`src/rtl/tap_timer_pkg.sv`:
```
`timescale 1ns/1ps
package tap_timer_pkg;

  typedef enum logic [1:0] {
    MODE_SERIAL = 2'd0,
    MODE_SKIP   = 2'd1,
    MODE_SPLIT  = 2'd2
  } chain_mode_e;

endpackage

```
`src/rtl/tt_edge_sync.sv`:
```
`timescale 1ns/1ps
// Synchronizes the timer input and flags its falling edge for one cycle.
module tt_edge_sync #(
  parameter int SYNC_STAGES = 2
) (
  input  logic clk,
  input  logic rst_n,
  input  logic din_i,
  output logic fall_o
);

  logic [SYNC_STAGES-1:0] sync_q, sync_d;
  logic                   last_q, last_d;

  always_comb begin
    sync_d = {sync_q[SYNC_STAGES-2:0], din_i};
    last_d = sync_q[SYNC_STAGES-1];
  end

  always_ff @(posedge clk or negedge rst_n) begin
    if (!rst_n) begin
      sync_q <= '0;
      last_q <= 1'b0;
    end else begin
      sync_q <= sync_d;
      last_q <= last_d;
    end
  end

  assign fall_o = last_q & ~sync_q[SYNC_STAGES-1];

endmodule

```
`src/rtl/tt_chain.sv`:
```
`timescale 1ns/1ps
// Sectioned counter: serial, skip-first-section, or split into parallel sections.
module tt_chain
  import tap_timer_pkg::*;
#(
  parameter  int SECTION_W     = 8,
  parameter  int N_SECTIONS    = 3,
  parameter  int SKIP_SECTIONS = 1,
  localparam int CHAIN_W       = SECTION_W * N_SECTIONS
) (
  input  logic               clk,
  input  logic               rst_n,
  input  chain_mode_e        mode_i,
  input  logic               step_i,
  input  logic               clear_i,
  input  logic               fill_i,
  output logic [CHAIN_W-1:0] count_o
);

  logic [CHAIN_W-1:0]    count_q, count_d;
  logic [N_SECTIONS-1:0] inc;
  logic [N_SECTIONS-1:0] full;

  genvar s;
  generate
    for (s = 0; s < N_SECTIONS; s++) begin : g_full
      assign full[s] = &count_q[s*SECTION_W +: SECTION_W];
    end
  endgenerate

  // Per-section increment enables; the carry ripples upward between sections.
  always_comb begin
    logic carry;
    carry = 1'b0;
    for (int k = 0; k < N_SECTIONS; k++) begin
      if (mode_i == MODE_SPLIT) begin
        inc[k] = step_i;
      end else if (mode_i == MODE_SKIP && k < SKIP_SECTIONS) begin
        inc[k] = 1'b0;
      end else if (k == 0 || (mode_i == MODE_SKIP && k == SKIP_SECTIONS)) begin
        inc[k] = step_i;
      end else begin
        inc[k] = carry;
      end
      carry = inc[k] & full[k];
    end
  end

  always_comb begin
    if (clear_i) begin
      count_d = '0;
    end else if (fill_i) begin
      count_d = '1;
    end else begin
      for (int k = 0; k < N_SECTIONS; k++) begin
        count_d[k*SECTION_W +: SECTION_W] =
          count_q[k*SECTION_W +: SECTION_W] + SECTION_W'(inc[k]);
      end
    end
  end

  always_ff @(posedge clk or negedge rst_n) begin
    if (!rst_n) begin
      count_q <= '0;
    end else begin
      count_q <= count_d;
    end
  end

  assign count_o = count_q;

endmodule

```
`src/rtl/tt_tap.sv`:
```
`timescale 1ns/1ps
// Picks one stage, counted upward from OFFSET.
module tt_tap #(
  parameter  int CHAIN_W = 24,
  parameter  int OFFSET  = 8,
  parameter  int SEL_W   = 4,
  localparam int PAD_W   = (OFFSET + (1 << SEL_W) > CHAIN_W) ?
                           OFFSET + (1 << SEL_W) : CHAIN_W
) (
  input  logic [CHAIN_W-1:0] stages_i,
  input  logic [SEL_W-1:0]   sel_i,
  output logic               tap_o
);

  logic [PAD_W-1:0] padded;

  always_comb begin
    padded = '0;
    padded[CHAIN_W-1:0] = stages_i;
    tap_o = padded[OFFSET + int'(sel_i)];
  end

endmodule

```
`src/rtl/tt_decode.sv`:
```
`timescale 1ns/1ps
// Decode output: direct pass-through or a one-cycle pulse on each tap rise.
module tt_decode (
  input  logic clk,
  input  logic rst_n,
  input  logic tap_i,
  input  logic direct_i,
  output logic dec_o
);

  logic tap_q, tap_d;

  always_comb tap_d = tap_i;

  always_ff @(posedge clk or negedge rst_n) begin
    if (!rst_n) begin
      tap_q <= 1'b0;
    end else begin
      tap_q <= tap_d;
    end
  end

  assign dec_o = direct_i ? tap_i : (tap_i & ~tap_q);

endmodule

```
`src/rtl/tap_timer.sv`:
```
`timescale 1ns/1ps
module tap_timer
  import tap_timer_pkg::*;
#(
  parameter  int SECTION_W   = 8,
  parameter  int N_SECTIONS  = 3,
  parameter  int SYNC_STAGES = 2,
  localparam int CHAIN_W     = SECTION_W * N_SECTIONS,
  localparam int SEL_W       = $clog2(CHAIN_W - SECTION_W)
) (
  input  logic               clk,
  input  logic               rst_n,
  input  logic               tmr_in,
  input  logic               hold_i,
  input  logic               fill_i,
  input  logic               clear_i,
  input  logic               skip_i,
  input  logic [SEL_W-1:0]   tap_sel_i,
  input  logic               direct_i,
  output logic               dec_o,
  output logic [CHAIN_W-1:0] stages_o
);

  logic        fall;
  logic        split;
  logic        step;
  logic        clear_eff;
  logic        fill_eff;
  logic        tap;
  chain_mode_e mode;

  tt_edge_sync #(.SYNC_STAGES(SYNC_STAGES)) u_sync (
    .clk    (clk),
    .rst_n  (rst_n),
    .din_i  (tmr_in),
    .fall_o (fall)
  );

  // Control decode: test arrangement first, then clear over fill.
  always_comb begin
    split     = skip_i & fill_i & clear_i;
    clear_eff = clear_i & ~split;
    fill_eff  = fill_i & ~clear_i;
    step      = fall & ~hold_i;
    if (split)       mode = MODE_SPLIT;
    else if (skip_i) mode = MODE_SKIP;
    else             mode = MODE_SERIAL;
  end

  tt_chain #(
    .SECTION_W     (SECTION_W),
    .N_SECTIONS    (N_SECTIONS),
    .SKIP_SECTIONS (1)
  ) u_chain (
    .clk     (clk),
    .rst_n   (rst_n),
    .mode_i  (mode),
    .step_i  (step),
    .clear_i (clear_eff),
    .fill_i  (fill_eff),
    .count_o (stages_o)
  );

  tt_tap #(
    .CHAIN_W (CHAIN_W),
    .OFFSET  (SECTION_W),
    .SEL_W   (SEL_W)
  ) u_tap (
    .stages_i (stages_o),
    .sel_i    (tap_sel_i),
    .tap_o    (tap)
  );

  tt_decode u_dec (
    .clk      (clk),
    .rst_n    (rst_n),
    .tap_i    (tap),
    .direct_i (direct_i),
    .dec_o    (dec_o)
  );

endmodule

```
`config.mk`:
```
export PLATFORM = sky130hd
export DESIGN_NAME = tap_timer
export DESIGN_NICKNAME = d
export VERILOG_FILES = /design/src/rtl/tap_timer_pkg.sv /design/src/rtl/tt_edge_sync.sv /design/src/rtl/tt_chain.sv /design/src/rtl/tt_tap.sv /design/src/rtl/tt_decode.sv /design/src/rtl/tap_timer.sv
export SDC_FILE = /design/constraint.sdc
export NUM_CORES = 1
export LEC_CHECK = 0
export BUFFER_PORTS_ARGS = -buffer_cell sky130_fd_sc_hd__buf_2
export CORE_MARGIN = 2
export CORE_UTILIZATION = 40
export CTS_CLUSTER_SIZE = 25
export DETAILED_ROUTE_END_ITERATION = 16
export SYNTH_ARGS = -nofsm -noshare
export SYNTH_HDL_FRONTEND = slang
export SYNTH_SLANG_ARGS = --single-unit
```
`constraint.sdc`:
```
create_clock -name clk -period 4 [get_ports clk]
set_clock_uncertainty 0.1 [all_clocks]
set_input_delay 0.2 -clock clk [delete_from_list [all_inputs] [get_ports clk]]
set_output_delay 0.2 -clock clk [all_outputs]
set_load 0.02 [all_outputs]
```
======== Yosys cells after proc, flatten, opt, wreduce, memory -nomap -nowiden ========
Cells that the tools add are included.
storage, ports and cells
  logic and storage cells ................. 40
  output and inout bits ................... 25
  flip-flop bits (word level) ............. 28
  input port bits ......................... 12
operators by class
  add/sub/neg operators ................... 4
  magnitude comparators ................... 1
  reduce and logical (&&, ||, !) cells .... 2
  bitwise operators ....................... 14
  eq/ne operators ......................... 2
  muxes and demuxes ....................... 13
operators with widths
  kind                                                                           count
  24-bit 2-to-1 mux                                                              2
  32-bit by 7-bit less-than comparator with 1-bit output, second input constant  1
  8-bit by 1-bit adder with 8-bit output                                         3
  8-bit AND reduction                                                            2
  1-bit AND                                                                      9
  1-bit 2-to-1 mux                                                               9
  4-bit by 4-bit adder with 5-bit output, first input constant                   1
  1-bit binary-select mux with 5-bit select                                      1
  1-bit inverter                                                                 5
  2-bit by 1-bit == test with 1-bit output, second input constant                1
  2-bit == test, second input constant                                           1
  2-bit 2-to-1 mux                                                               1

======== Longest topological paths before layout ========
  depth after elaboration ................. 14
  mapped depth ............................ 8
  mapped depth without buffers ............ 8

======== Modules after synthesis ========
From an unflattened synthesis, not the netlist that was laid out.
second synthesis, totals
  cells, all modules ...................... 145
  area, all modules ....................... 1531.5 µm²
by module, submodules not included
  module        sequential area each (µm²)  instances  cells each  area an instance (µm²)
  tt_chain      600.6                       1          126         1237.4
  tt_tap        0.0                         1          7           135.1
  tt_edge_sync  75.1                        1          4           88.8
  tt_decode     25.0                        1          3           36.3
  tap_timer     0.0                         1          5           33.8

======== Least setup slack after synthesis ========
No wires, ideal clock.
  kind .................................... register -> register
  start point ............................. reg u_chain.count_q[2], in the netlist u_chain.count_o[2]
  end point ............................... reg u_chain.count_q[22], in the netlist u_chain.count_o[22]
  slack ................................... 1.808 ns
  cell stages (with the launch flop) ...... 9
  arrival ................................. 2.010 ns
  library setup time ...................... 0.082 ns
  period minus slack after synthesis ...... 2.192 ns
  path buffers ............................ 0
  required time ........................... 3.818 ns
  cell sequence ........................... dfrtp_1 -> and4_1 -> a31oi_1 -> o21ai_0 -> ha_1 -> ha_1 -> inv_1 -> or3_1 -> a31oi_1
between the ends
  cells in the longest elaborated chain, start to end .. 9
RTL lines
  element                                 line            source
  start: declaration                      tt_chain.sv:20  logic [CHAIN_W-1:0] count_q, count_d;
  start signal: assignment                tt_chain.sv:66  count_q <= count_d;
  8-bit AND reduction                     tt_chain.sv:27  assign full[s] = &count_q[s*SECTION_W +: SECTION_W];
  1-bit AND                               tt_chain.sv:45  carry = inc[k] & full[k];
  1-bit 2-to-1 mux                        tt_chain.sv:40  end else if (k == 0 || (mode_i == MODE_SKIP && k == SKIP_SECTIONS)) begin
  1-bit 2-to-1 mux                        tt_chain.sv:36  if (mode_i == MODE_SPLIT) begin
  1-bit AND                               tt_chain.sv:45
  1-bit 2-to-1 mux                        tt_chain.sv:36
  8-bit by 1-bit adder with 8-bit output  tt_chain.sv:57  count_q[k*SECTION_W +: SECTION_W] + SECTION_W'(inc[k]);
  24-bit 2-to-1 mux                       tt_chain.sv:52  end else if (fill_i) begin
  24-bit 2-to-1 mux                       tt_chain.sv:50  if (clear_i) begin
  named net u_chain.count_d[22]           tt_chain.sv:20
The timed path passes the listed nets, and every way through them passes these cells.

======== Worst setup path after layout ========
  start point ............................. reg u_chain.count_q[10], in the netlist u_chain.count_o[10]
  end point ............................... reg u_chain.count_q[22], in the netlist u_chain.count_o[22]
between the ends
  cells in the longest elaborated chain, start to end .. 6
RTL lines
  element                                 line
  8-bit AND reduction                     tt_chain.sv:27
  1-bit AND                               tt_chain.sv:45
  1-bit 2-to-1 mux                        tt_chain.sv:36
  8-bit by 1-bit adder with 8-bit output  tt_chain.sv:57
  24-bit 2-to-1 mux                       tt_chain.sv:52
  24-bit 2-to-1 mux                       tt_chain.sv:50
  named net u_chain.count_d[22]           tt_chain.sv:20
The timed path passes the listed nets, and every way through them passes these cells.

==> metrics.txt <==
YS warnings=0; Critical Path Sink Type=flop; Post CTS Setup Buffer Count=0; Setup-failing EPs final=0; Total Nets Final=~190; Mapped Avg Cell Area=roughly 11 um^2; DR pass1 iterations=4; WP data required=4.09 ns; CTS Sinks=28; fin crit share=0.592; Buffers & Inverters on Critical Path=1; mapped cell area=about 1500 um^2; Hold Crit Class=input pin to flop; CP Cell Sequence=and4_1, nand4_1, o21ai_0, ha_1, ha_1, inv_1, or3_1, a31oi_1; CP arrival=about 2.5 ns; CTS resizes=0; Slew @ Worst Pin=a little under 0.8 ns; status=completed; WL/cell=about 15 um; CTS Buf Count=3; Leak=between 0.8 and 0.9 nW; Die ar.=4220 um^2; commonest cells in the netlist=dfrtp_1 (28), a21oi_1 (11), nand3_1 (10), nand2_1 (8); most common cell in the netlist=dfrtp_1; register area=701 um^2; Crit path top cell by count=ha_1; post-synthesis cell type count=28; share of the synthesized area in the top cell type=0.472; RSZ-0062 raised after global routing=no; Hold Crit Start=tap_sel_i[0]; post-route design area=around 1800 um^2; largest net degree at the start of global routing=29; area of the multi-input gates=roughly 750 um^2; layout cells sized above 1=0.229; die width=64.9 um; reg2reg start=u_chain.count_o[10]$_DFF_PN0_; initial antenna violation count=0; vias per cell=5.65; clk root buf=clkbuf_8; Row Count=22; Die Height=64.9 um; crit start category=flop; CTS hold repair buffers=2; pwr/cell area=between 400 and 500 nW/um^2; max-slew violation count=0; Seq/Total Area, Yosys=0.472; vias in the first global route=approximately 1200; GRT Residual Overflow=0; H-Tree Depth=1; fin crit period=approximately 2.4 ns; core area=roughly 3600 um^2; CP Max Fanout=7; Inserted Diodes=0; initial core utilization=0.412; Peak VDD IR=between 0.0001 and 0.00015 V; final WL=between 3 and 4 mm; Overall Global Routing Usage=0.178; worst setup path category=flop to flop; endpoints failing hold=0; first-pass GRT wire length=5.87 mm; total of max-cap violations=0; fillers=340; Placed Instance Area=between 1500 and 2000 um^2; synthesized flop and latch total=28; final core utilization=0.497; Worst path slowest cell=dfrtp_1; CTS tree=built; asr flop ratio synth=1.00; drt first-iter violations=73; fmax=roughly 420 MHz; Tot Pwr=between 0.7 and 0.8 mW; Reg clk slew, reported paths=around 0.10 ns; worst skew pair latency=0.28 ns; dominant cells by area after synthesis=dfrtp_1 (47%), mux4_1 (7.1%), ha_1 (5.1%); Worst slew margin=0.481; final antenna-violating net count=0; setup TNS=0 ns; # port buffers=36; area delta synth->final=20.7%; Post-Syn Nets=approximately 160; CP peak stage delay=about 0.46 ns; I/O pin total=37; number of flops mapped to enable cells by yosys=0; Clock Tree Buf Depth=2; CP delay by family, top=simple AND/OR/NAND/NOR gates; CP startpoint=u_chain.count_o[10]$_DFF_PN0_; Main synth FF type=dfrtp_1; post-synth top area cell=dfrtp_1; DRC viols=0; Post-DP HPWL=roughly 2.5 mm; post-synthesis cell count=~140; routed via count=1260; routability cong.=0.860
==> per-layer routing <==
layer,global-route usage,share of wire
met1,0.219,0.46
met2,0.318,0.48
met3,0.0330,0.045
met4,0.0452,0.012
met5,0,0
==> cell usage in the layout, fill, tap and decap left out, types with 2 or more instances in the layout <==
cell and n:
a21oi_1 11, a211oi_1 4, nor3_1 4, and3_1 4, xnor2_1 3, and4_1 6, o21ai_0 6, inv_1 3
or3_1 5, a31oi_1 6, nand2b_1 2, nor2_1 2, nand4_1 3, clkbuf_8 3, nand3_1 10, xor2_1 6
dfrtp_1 28, dlygate4sd3_1 2, a21o_1 6, nand2_1 8, mux4_1 4, ha_1 6, buf_2 36
==> metrics by stage <==
step	instances	setup slack, ns	hold WS [ns]
2_1_floorplan	138	1.81	-0.196
3_3_place_gp	217	1.84	0.154
3_5_place_dp	217	1.68	0.161
4_1_cts	223	1.67	0.113
5_1_grt	223	1.44	0.151
6_report	223	1.63	0.111
==> worst paths after layout <==
path / end / slack (ns) / cells past startpoint
setup / recovery: u_chain.count_o[22]$_DFF_PN0_ / 1.63 / 8
hold / removal: u_dec.tap_q$_DFF_PN0_ / 0.11 / 3
setup reg to reg: u_chain.count_o[22]$_DFF_PN0_ / 1.63 / 8
hold reg to reg: u_sync.sync_q[1]$_DFF_PN0_ / 0.26 / 0
max in group asynchronous: u_chain.count_o[13]$_DFF_PN0_ / 3.02 / 2
min in group asynchronous: u_chain.count_o[21]$_DFF_PN0_ / 0.36 / 2
==> where the power goes <==
part	leakage (nW)	switching (mW)	internal [mW]
Combinational	0.465	0.0870	0.0600
Clock	0.0357	0.0883	0.134
Sequential	0.346	0.0374	0.312
Total	0.846	0.213	0.506
==> state kept, by name, indices dropped and copies added, names as in the netlist <==
register,cells
u_sync.last_q,1
u_dec.tap_q,1
u_sync.sync_q,2
u_chain.count_o,24
==> logic make-up after synthesis <==
| group | synth area share |
|---|---|
| and+or+nand+nor | 0.180 |
| AOI/OAI and AO/OA | 0.143 |
| DFF | 0.472 |
| xor gates and xnor gates | 0.0531 |
| buffers and inverters | 0.0236 |
| adders and majority gates | 0.0505 |
| muxes | 0.0775 |
==> worst register-to-register path: cells and delay by family (launching register included) <==
family,cells,cell delay (ns)
AND/OR/NAND/NOR,3,0.78
buffers and inverters,1,0.06
adder cells (fa/ha/maj),2,0.49
flip-flops,1,0.46
AO/OA/AOI/OAI,2,0.39
==> cell type report <==
cell class                 instances  share of cell area
tap                               48              0.0335
timing repair buffer              38               0.112
inverter                           3             0.00628
clock buffer                       3              0.0230
multi-input combinational        102               0.418
sequential                        28               0.391
clock inverter                     1              0.0167
No activity file was read; power rests on OpenSTA's default activity.
